`src/rtl/pexc_pkg.sv`:
```
package pexc_pkg;

    typedef enum logic [2:0] {
        EXC_NONE        = 3'd0,
        EXC_BAD_OPCODE  = 3'd1,
        EXC_DIV_ZERO    = 3'd2,
        EXC_PRIV_INSN   = 3'd3,
        EXC_PRIV_ADDR   = 3'd4,
        EXC_MISALIGN_LD = 3'd5,
        EXC_BAD_LD_ADDR = 3'd6,
        EXC_XLATE_MISS  = 3'd7
    } exc_cause_e;

    typedef enum logic {
        MODE_USER = 1'b0,
        MODE_PRIV = 1'b1
    } core_mode_e;

    localparam int CAUSE_W = $bits(exc_cause_e);

endpackage

```
`src/rtl/pexc_stage_chain.sv`:
```
module pexc_stage_chain
    import pexc_pkg::*;
#(
    parameter int XLEN = 32,
    parameter int NSTG = 5
) (
    input  logic                    clk,
    input  logic                    rst_n,
    input  logic                    fetch_valid,
    input  logic [XLEN-1:0]         fetch_pc,
    input  logic [NSTG*CAUSE_W-1:0] raise_cause,
    input  logic                    flush,
    output logic                    wb_valid,
    output logic [XLEN-1:0]         wb_pc,
    output logic [CAUSE_W-1:0]      wb_cause
);

    localparam int LAST = NSTG - 1;

    logic               vld_q   [NSTG];
    logic [XLEN-1:0]    pc_q    [NSTG];
    logic [CAUSE_W-1:0] code_q  [NSTG];
    logic [CAUSE_W-1:0] merged  [NSTG];

    // earliest recorded code wins; a live stage adds its own raise otherwise
    for (genvar i = 0; i < NSTG; i++) begin : g_merge
        assign merged[i] = (code_q[i] != EXC_NONE) ? code_q[i]
                         : (vld_q[i] ? raise_cause[i*CAUSE_W +: CAUSE_W] : EXC_NONE);
    end

    always_ff @(posedge clk) begin
        if (!rst_n) begin
            vld_q[0]  <= 1'b0;
            pc_q[0]   <= '0;
            code_q[0] <= EXC_NONE;
        end else begin
            vld_q[0]  <= fetch_valid & ~flush;
            pc_q[0]   <= fetch_pc;
            code_q[0] <= EXC_NONE;
        end
    end

    for (genvar i = 1; i < NSTG; i++) begin : g_stage
        always_ff @(posedge clk) begin
            if (!rst_n) begin
                vld_q[i]  <= 1'b0;
                pc_q[i]   <= '0;
                code_q[i] <= EXC_NONE;
            end else begin
                vld_q[i]  <= vld_q[i-1] & ~flush;
                pc_q[i]   <= pc_q[i-1];
                code_q[i] <= (vld_q[i-1] & ~flush) ? merged[i-1] : EXC_NONE;
            end
        end
    end

    assign wb_valid = vld_q[LAST];
    assign wb_pc    = pc_q[LAST];
    assign wb_cause = merged[LAST];

endmodule

```
`src/rtl/pexc_mode_fsm.sv`:
```
module pexc_mode_fsm
    import pexc_pkg::*;
#(
    parameter int XLEN = 32
) (
    input  logic               clk,
    input  logic               rst_n,
    input  logic               take,
    input  logic [CAUSE_W-1:0] take_cause,
    input  logic [XLEN-1:0]    take_pc,
    input  logic               eret_req,
    output logic               ret_go,
    output logic               priv_mode,
    output logic [CAUSE_W-1:0] cause_reg,
    output logic [XLEN-1:0]    epc_reg
);

    core_mode_e state_q, state_d;

    always_ff @(posedge clk) begin
        if (!rst_n) state_q <= MODE_USER;
        else        state_q <= state_d;
    end

    always_comb begin
        state_d = state_q;
        ret_go  = 1'b0;
        unique case (state_q)
            MODE_USER: begin
                if (take) state_d = MODE_PRIV;          // TAKE
            end
            MODE_PRIV: begin
                if (take) begin
                    state_d = MODE_PRIV;                // NESTED TAKE
                end else if (eret_req) begin
                    state_d = MODE_USER;                // RETURN
                    ret_go  = 1'b1;
                end
            end
            default: state_d = MODE_USER;
        endcase
    end

    assign priv_mode = (state_q == MODE_PRIV);

    always_ff @(posedge clk) begin
        if (!rst_n) begin
            cause_reg <= EXC_NONE;
            epc_reg   <= '0;
        end else if (take) begin
            cause_reg <= take_cause;
            epc_reg   <= take_pc;
        end
    end

endmodule

```
`src/rtl/pexc_vector.sv`:
```
module pexc_vector
    import pexc_pkg::*;
#(
    parameter int          XLEN        = 32,
    parameter int unsigned VEC_BASE    = 32'h0000_0100,
    parameter int          ENTRY_BYTES = 16
) (
    input  logic               take,
    input  logic [CAUSE_W-1:0] cause,
    input  logic               ret_go,
    input  logic               ret_skip,
    input  logic [XLEN-1:0]    epc,
    output logic               redirect_valid,
    output logic [XLEN-1:0]    redirect_pc
);

    localparam int SHIFT = $clog2(ENTRY_BYTES);
    localparam logic [XLEN-1:0] BASE = XLEN'(VEC_BASE);

    logic [XLEN-1:0] entry_addr;
    logic [XLEN-1:0] resume_addr;

    assign entry_addr  = BASE + ({{(XLEN-CAUSE_W){1'b0}}, cause} << SHIFT);
    assign resume_addr = ret_skip ? (epc + XLEN'(4)) : epc;

    assign redirect_valid = take | ret_go;
    assign redirect_pc    = take ? entry_addr : resume_addr;

endmodule

```
`src/rtl/precise_exc_ctrl.sv`:
```
module precise_exc_ctrl
    import pexc_pkg::*;
#(
    parameter int          XLEN     = 32,
    parameter int          NSTG     = 5,
    parameter int unsigned VEC_BASE = 32'h0000_0100
) (
    input  logic                    clk,
    input  logic                    rst_n,
    input  logic                    fetch_valid,
    input  logic [XLEN-1:0]         fetch_pc,
    input  logic [NSTG*CAUSE_W-1:0] raise_cause,
    input  logic                    eret_req,
    input  logic                    eret_skip,
    output logic                    wb_commit,
    output logic [NSTG-2:0]         squash_younger,
    output logic                    redirect_valid,
    output logic [XLEN-1:0]         redirect_pc,
    output logic [CAUSE_W-1:0]      cause_reg,
    output logic [XLEN-1:0]         epc_reg,
    output logic                    priv_mode
);

    logic               wb_valid;
    logic [XLEN-1:0]    wb_pc;
    logic [CAUSE_W-1:0] wb_cause;
    logic               take;
    logic               ret_go;

    pexc_stage_chain #(.XLEN(XLEN), .NSTG(NSTG)) u_chain (
        .clk         (clk),
        .rst_n       (rst_n),
        .fetch_valid (fetch_valid),
        .fetch_pc    (fetch_pc),
        .raise_cause (raise_cause),
        .flush       (redirect_valid),
        .wb_valid    (wb_valid),
        .wb_pc       (wb_pc),
        .wb_cause    (wb_cause)
    );

    assign take      = wb_valid & (wb_cause != EXC_NONE);
    assign wb_commit = wb_valid & ~take;

    pexc_mode_fsm #(.XLEN(XLEN)) u_fsm (
        .clk        (clk),
        .rst_n      (rst_n),
        .take       (take),
        .take_cause (wb_cause),
        .take_pc    (wb_pc),
        .eret_req   (eret_req),
        .ret_go     (ret_go),
        .priv_mode  (priv_mode),
        .cause_reg  (cause_reg),
        .epc_reg    (epc_reg)
    );

    pexc_vector #(.XLEN(XLEN), .VEC_BASE(VEC_BASE), .ENTRY_BYTES(16)) u_vec (
        .take           (take),
        .cause          (wb_cause),
        .ret_go         (ret_go),
        .ret_skip       (eret_skip),
        .epc            (epc_reg),
        .redirect_valid (redirect_valid),
        .redirect_pc    (redirect_pc)
    );

    assign squash_younger = {(NSTG-1){redirect_valid}};

endmodule

```
`config.mk`:
```
export PLATFORM = sky130hd
export DESIGN_NAME = precise_exc_ctrl
export DESIGN_NICKNAME = d
export VERILOG_FILES = /design/src/rtl/pexc_pkg.sv /design/src/rtl/pexc_stage_chain.sv /design/src/rtl/pexc_mode_fsm.sv /design/src/rtl/pexc_vector.sv /design/src/rtl/precise_exc_ctrl.sv
export SDC_FILE = /design/constraint.sdc
export NUM_CORES = 1
export LEC_CHECK = 0
export ABC_AREA = 1
export BUFFER_PORTS_ARGS = -buffer_cell sky130_fd_sc_hd__buf_2
export CAP_MARGIN = 0
export CORE_MARGIN = 5
export CORE_UTILIZATION = 50
export DETAILED_ROUTE_END_ITERATION = 10
export PLACE_DENSITY = 0.77
export SYNTH_ARGS = -nofsm -noshare
export SYNTH_HDL_FRONTEND = slang
export SYNTH_HIERARCHICAL = 1
export SYNTH_SLANG_ARGS = --single-unit
```
`constraint.sdc`:
```
create_clock -name clk -period 4.6 [get_ports clk]
set_clock_uncertainty 0.05 [all_clocks]
set_input_delay 0.92 -clock clk [delete_from_list [all_inputs] [get_ports clk]]
set_output_delay 0.92 -clock clk [all_outputs]
set_load 0.1 [all_outputs]
```
==> impl_metrics.csv <==
group,metric,value,unit
outcome,status,"finished, final reports clean",
synthesis,synth.net_count,1099,
layout,antenna_cells,0,
placed_design,globalplace.congestion,0.8969,
placed_design,dpl.hpwl,8843,µm
clock_tree,clkSinkCount,213,
synthesis,syn_inst,1046,
floorplan,initial_core_util,50.33,%
power_and_ir_drop,power.total,3.762,mW
critical_path,worstPathMaxFanout,17,
floorplan,die_w,135.8,µm
detailed_routing,viasPerCell,4.013,
synthesis,synth_area_per_cell,7.560,µm²
detailed_routing,dr.first_iter.drc_count,300,
global_routing,grt_overflow,0,
critical_path,critical_path.top_delay_family,"buffers and inverters",
detailed_routing,via_count,5562,
power_and_ir_drop,p_clk_share,46.6,%
global_routing,grt_pass1_vias,5010,
layout,nFillCells,1495,
sta,slew_headroom,26.85,%
critical_path,path_buf_inv,3,
placed_design,portBuffers,125,
critical_path,cp.required,3.63,ns
power_and_ir_drop,switching_share,18.66,%
synthesis,syn_area,0.007908,mm²
critical_path,cp.arrival,2.64,ns
floorplan,die_h,135.8,µm
critical_path,cp_slowest_cell,"buf_2",
layout,final_cell_mix,"nand2_1 (301), inv_1 (246), dfxtp_1 (213), nor2_1 (126), buf_2 (124)",
critical_path,worstSetupPathType,"in -> out",
detailed_routing,dr.pass1.iters,4,
global_routing,grtUsageTotal,13.94,%
sta,setup_viol,0,
layout,largest_reg_flops,160,
clock_tree,post_cts_buffers,0,
layout,nNetsFinal,1209,
clock_tree,clk_latency,0.48,ns
power_and_ir_drop,power_frac_comb,2.9,%
sta,period_minus_slack,3.611,ns
power_and_ir_drop,internal-power,3.060,mW
placed_design,post-place-ws,0.9934,ns
clock_tree,clk_pin_slew,0.06,ns
power_and_ir_drop,power_per_cell_area,406.3,mW/mm²
detailed_routing,routed_wl,12890,µm
synthesis,yosysSeqAreaShare,53.92,%
power_and_ir_drop,power_leakage,5.237,nW
detailed_routing,ant_nets,0,
synthesis,synth_cell_types,29,
power_and_ir_drop,switching_power,0.7018,mW
floorplan,core_area,0.01571,mm²
layout,final_common_cell,"nand2_1",
detailed_routing,drt-wirelength-per-cell,9.298,µm
clock_tree,ctsHoldBuffers,0,
synthesis,synth_area_leaders,"dfxtp_1 (54%), nand2_1 (14%), inv_1 (12%)",
synthesis,yosys_warnings,6,
layout,multi_input_area,0.002381,mm²
sta,finalMaxSlewViolations,0,
sta,setup_ws,0.9890,ns
global_routing,grt_pass1_wl,22190,µm
synthesis,ys_seq_elements,213,
floorplan,die_area,0.01843,mm²
global_routing,grt_max_degree,167,
synthesis,yosys.area.top_type,"dfxtp_1",
critical_path,slowest_delay,0.44,ns
layout,syn2layout_area_growth,17.09,%
sta,tightest_slew,1.097,ns
clock_tree,cts_resized,0,
sta,max_freq,276.9,MHz
critical_path,path_cells,"buf_2 > nand2_1 > o21ai_0 > nor2_2 > a21oi_4 > inv_1 > o21ai_0 > a21oi_1 > buf_2",
floorplan,io_pins,126,
job,maxCapViolCount,0,
power_and_ir_drop,p_seq_share,50.5,%
clock_tree,cts_max_path_buffers,3,
detailed_routing,drc,0,
synthesis,yosysTopAreaCellShare,53.92,%
sta,hold_viol,0,
clock_tree,cts_tree,"built",
critical_path,worstSetupEndpointType,"output pin",
sta,rsz0062_at_grt,"false",
floorplan,core.rowCount,46,
critical_path,start_kind,"primary input",
global_routing,antenna_found_initial,0,
clock_tree,cts_max_level,1,
clock_tree,cts_buffers,21,
clock_tree,root_buffer,"clkbuf_16",
sta,setup_tns,0,ns
power_and_ir_drop,peakVddDrop,205.5,µV
layout,drive_gt1_share,17.61,%
sta,fin_crit_sh,78.50,%
layout,seqCellArea,0.004264,mm²
hold_path,hold_class,"reg -> reg",
[per-layer routing]
layer / GRT usage, % / part of all wire, % / up-vias
met3: 2.749 / 8.7 / 30
met4: 5.599 / 2.6 / 0
met5: 0 / 0 / -
met1: 19.04 / 48 / 2147
li1: - / - / 3187
met2: 21.79 / 40 / 198
[cell families (layout without fill, tap and decap cells)]
kind of cell	after synthesis	after routing	share of synthesized area (%)
AO/OA/AOI/OAI	34	34	2.199
XOR/XNOR	8	8	0.8860
buffers and inverters	291	415	16.23
flip-flops	213	213	53.92
adder cells (fa/ha/maj)	1	1	0.1582
AND/OR/NAND/NOR	499	499	26.60
[worst min-delay path: stages (launching register included)]
cell	delay, ns
dfxtp_1	0.30
nand2_1	0.04
inv_1	0.04
[cell usage after synthesis]
cell type  number
nor2_1        126
nor3b_1         2
nor3b_2         1
inv_4           1
xnor2_1         4
nand3_1        21
o21ai_0        10
xor2_1          4
a31oi_1         3
nand4_1         6
nand2_1       301
or2_2           1
nor3_2          1
buf_2           7
o21ai_1         3
inv_1         246
inv_2           3
clkbuf_1        2
nor2_2         10
dfxtp_1       213
nand2_2         9
nor2_4         10
a21oi_1        18
ha_1            1
nor3_1          7
buf_6          16
nand3_4         1
nand3_2         3
buf_4          16
[path summary, 6_finish.rpt]
| check | startpoint | endpoint | slack [ns] | cells past startpoint |
|---|---|---|---|---|
| hold reg to reg | u_chain/pc_q[1][4]$_SDFF_PN0_ | u_chain/pc_q[2][4]$_SDFF_PN0_ | 0.36 | 2 |
| setup reg to reg | u_chain/code_q[4][0]$_SDFF_PN0_ | u_fsm/priv_mode$_SDFF_PN0_ | 2.43 | 10 |
| hold / removal | u_chain/pc_q[1][4]$_SDFF_PN0_ | u_chain/pc_q[2][4]$_SDFF_PN0_ | 0.36 | 2 |
| setup / recovery | raise_cause[13] | redirect_pc[11] | 0.99 | 9 |
[power by group through the flow]
stage / combinational [mW] / sequential, mW / clock (mW)
global placement: 0.109 / 1.94 / 0
global route: 0.128 / 1.90 / 1.90
detailed placement: 0.110 / 1.94 / 0
CTS: 0.111 / 1.90 / 1.81
finish: 0.109 / 1.90 / 1.75
floorplan: 0.0882 / 1.94 / 0
[metrics by stage]
| step | hold slack [ns] | util, % | instances | instance area [µm²] |
|---|---|---|---|---|
| finish | 0.3556 | 58.93 | 1386 | 9259 |
| global route | 0.3737 | 58.93 | 1386 | 9259 |
| CTS | 0.3556 | 58.93 | 1386 | 9259 |
| detailed placement | 0.3453 | 54.16 | 1349 | 8511 |
| global placement | 0.3462 | 54.16 | 1349 | 8511 |
| floorplan | 0.3405 | - | 1046 | 7918 |
[final cells by class]
class | instances | share of cell area (%)
clock buffers | 31 | 6.946
clock inverters | 6 | 1.135
inverters | 250 | 10.16
multi-input cells | 542 | 25.72
flip-flops and latches | 213 | 46.05
well taps | 216 | 2.919
repair buffers | 128 | 7.068
No activity file was read; power rests on OpenSTA's default activity.
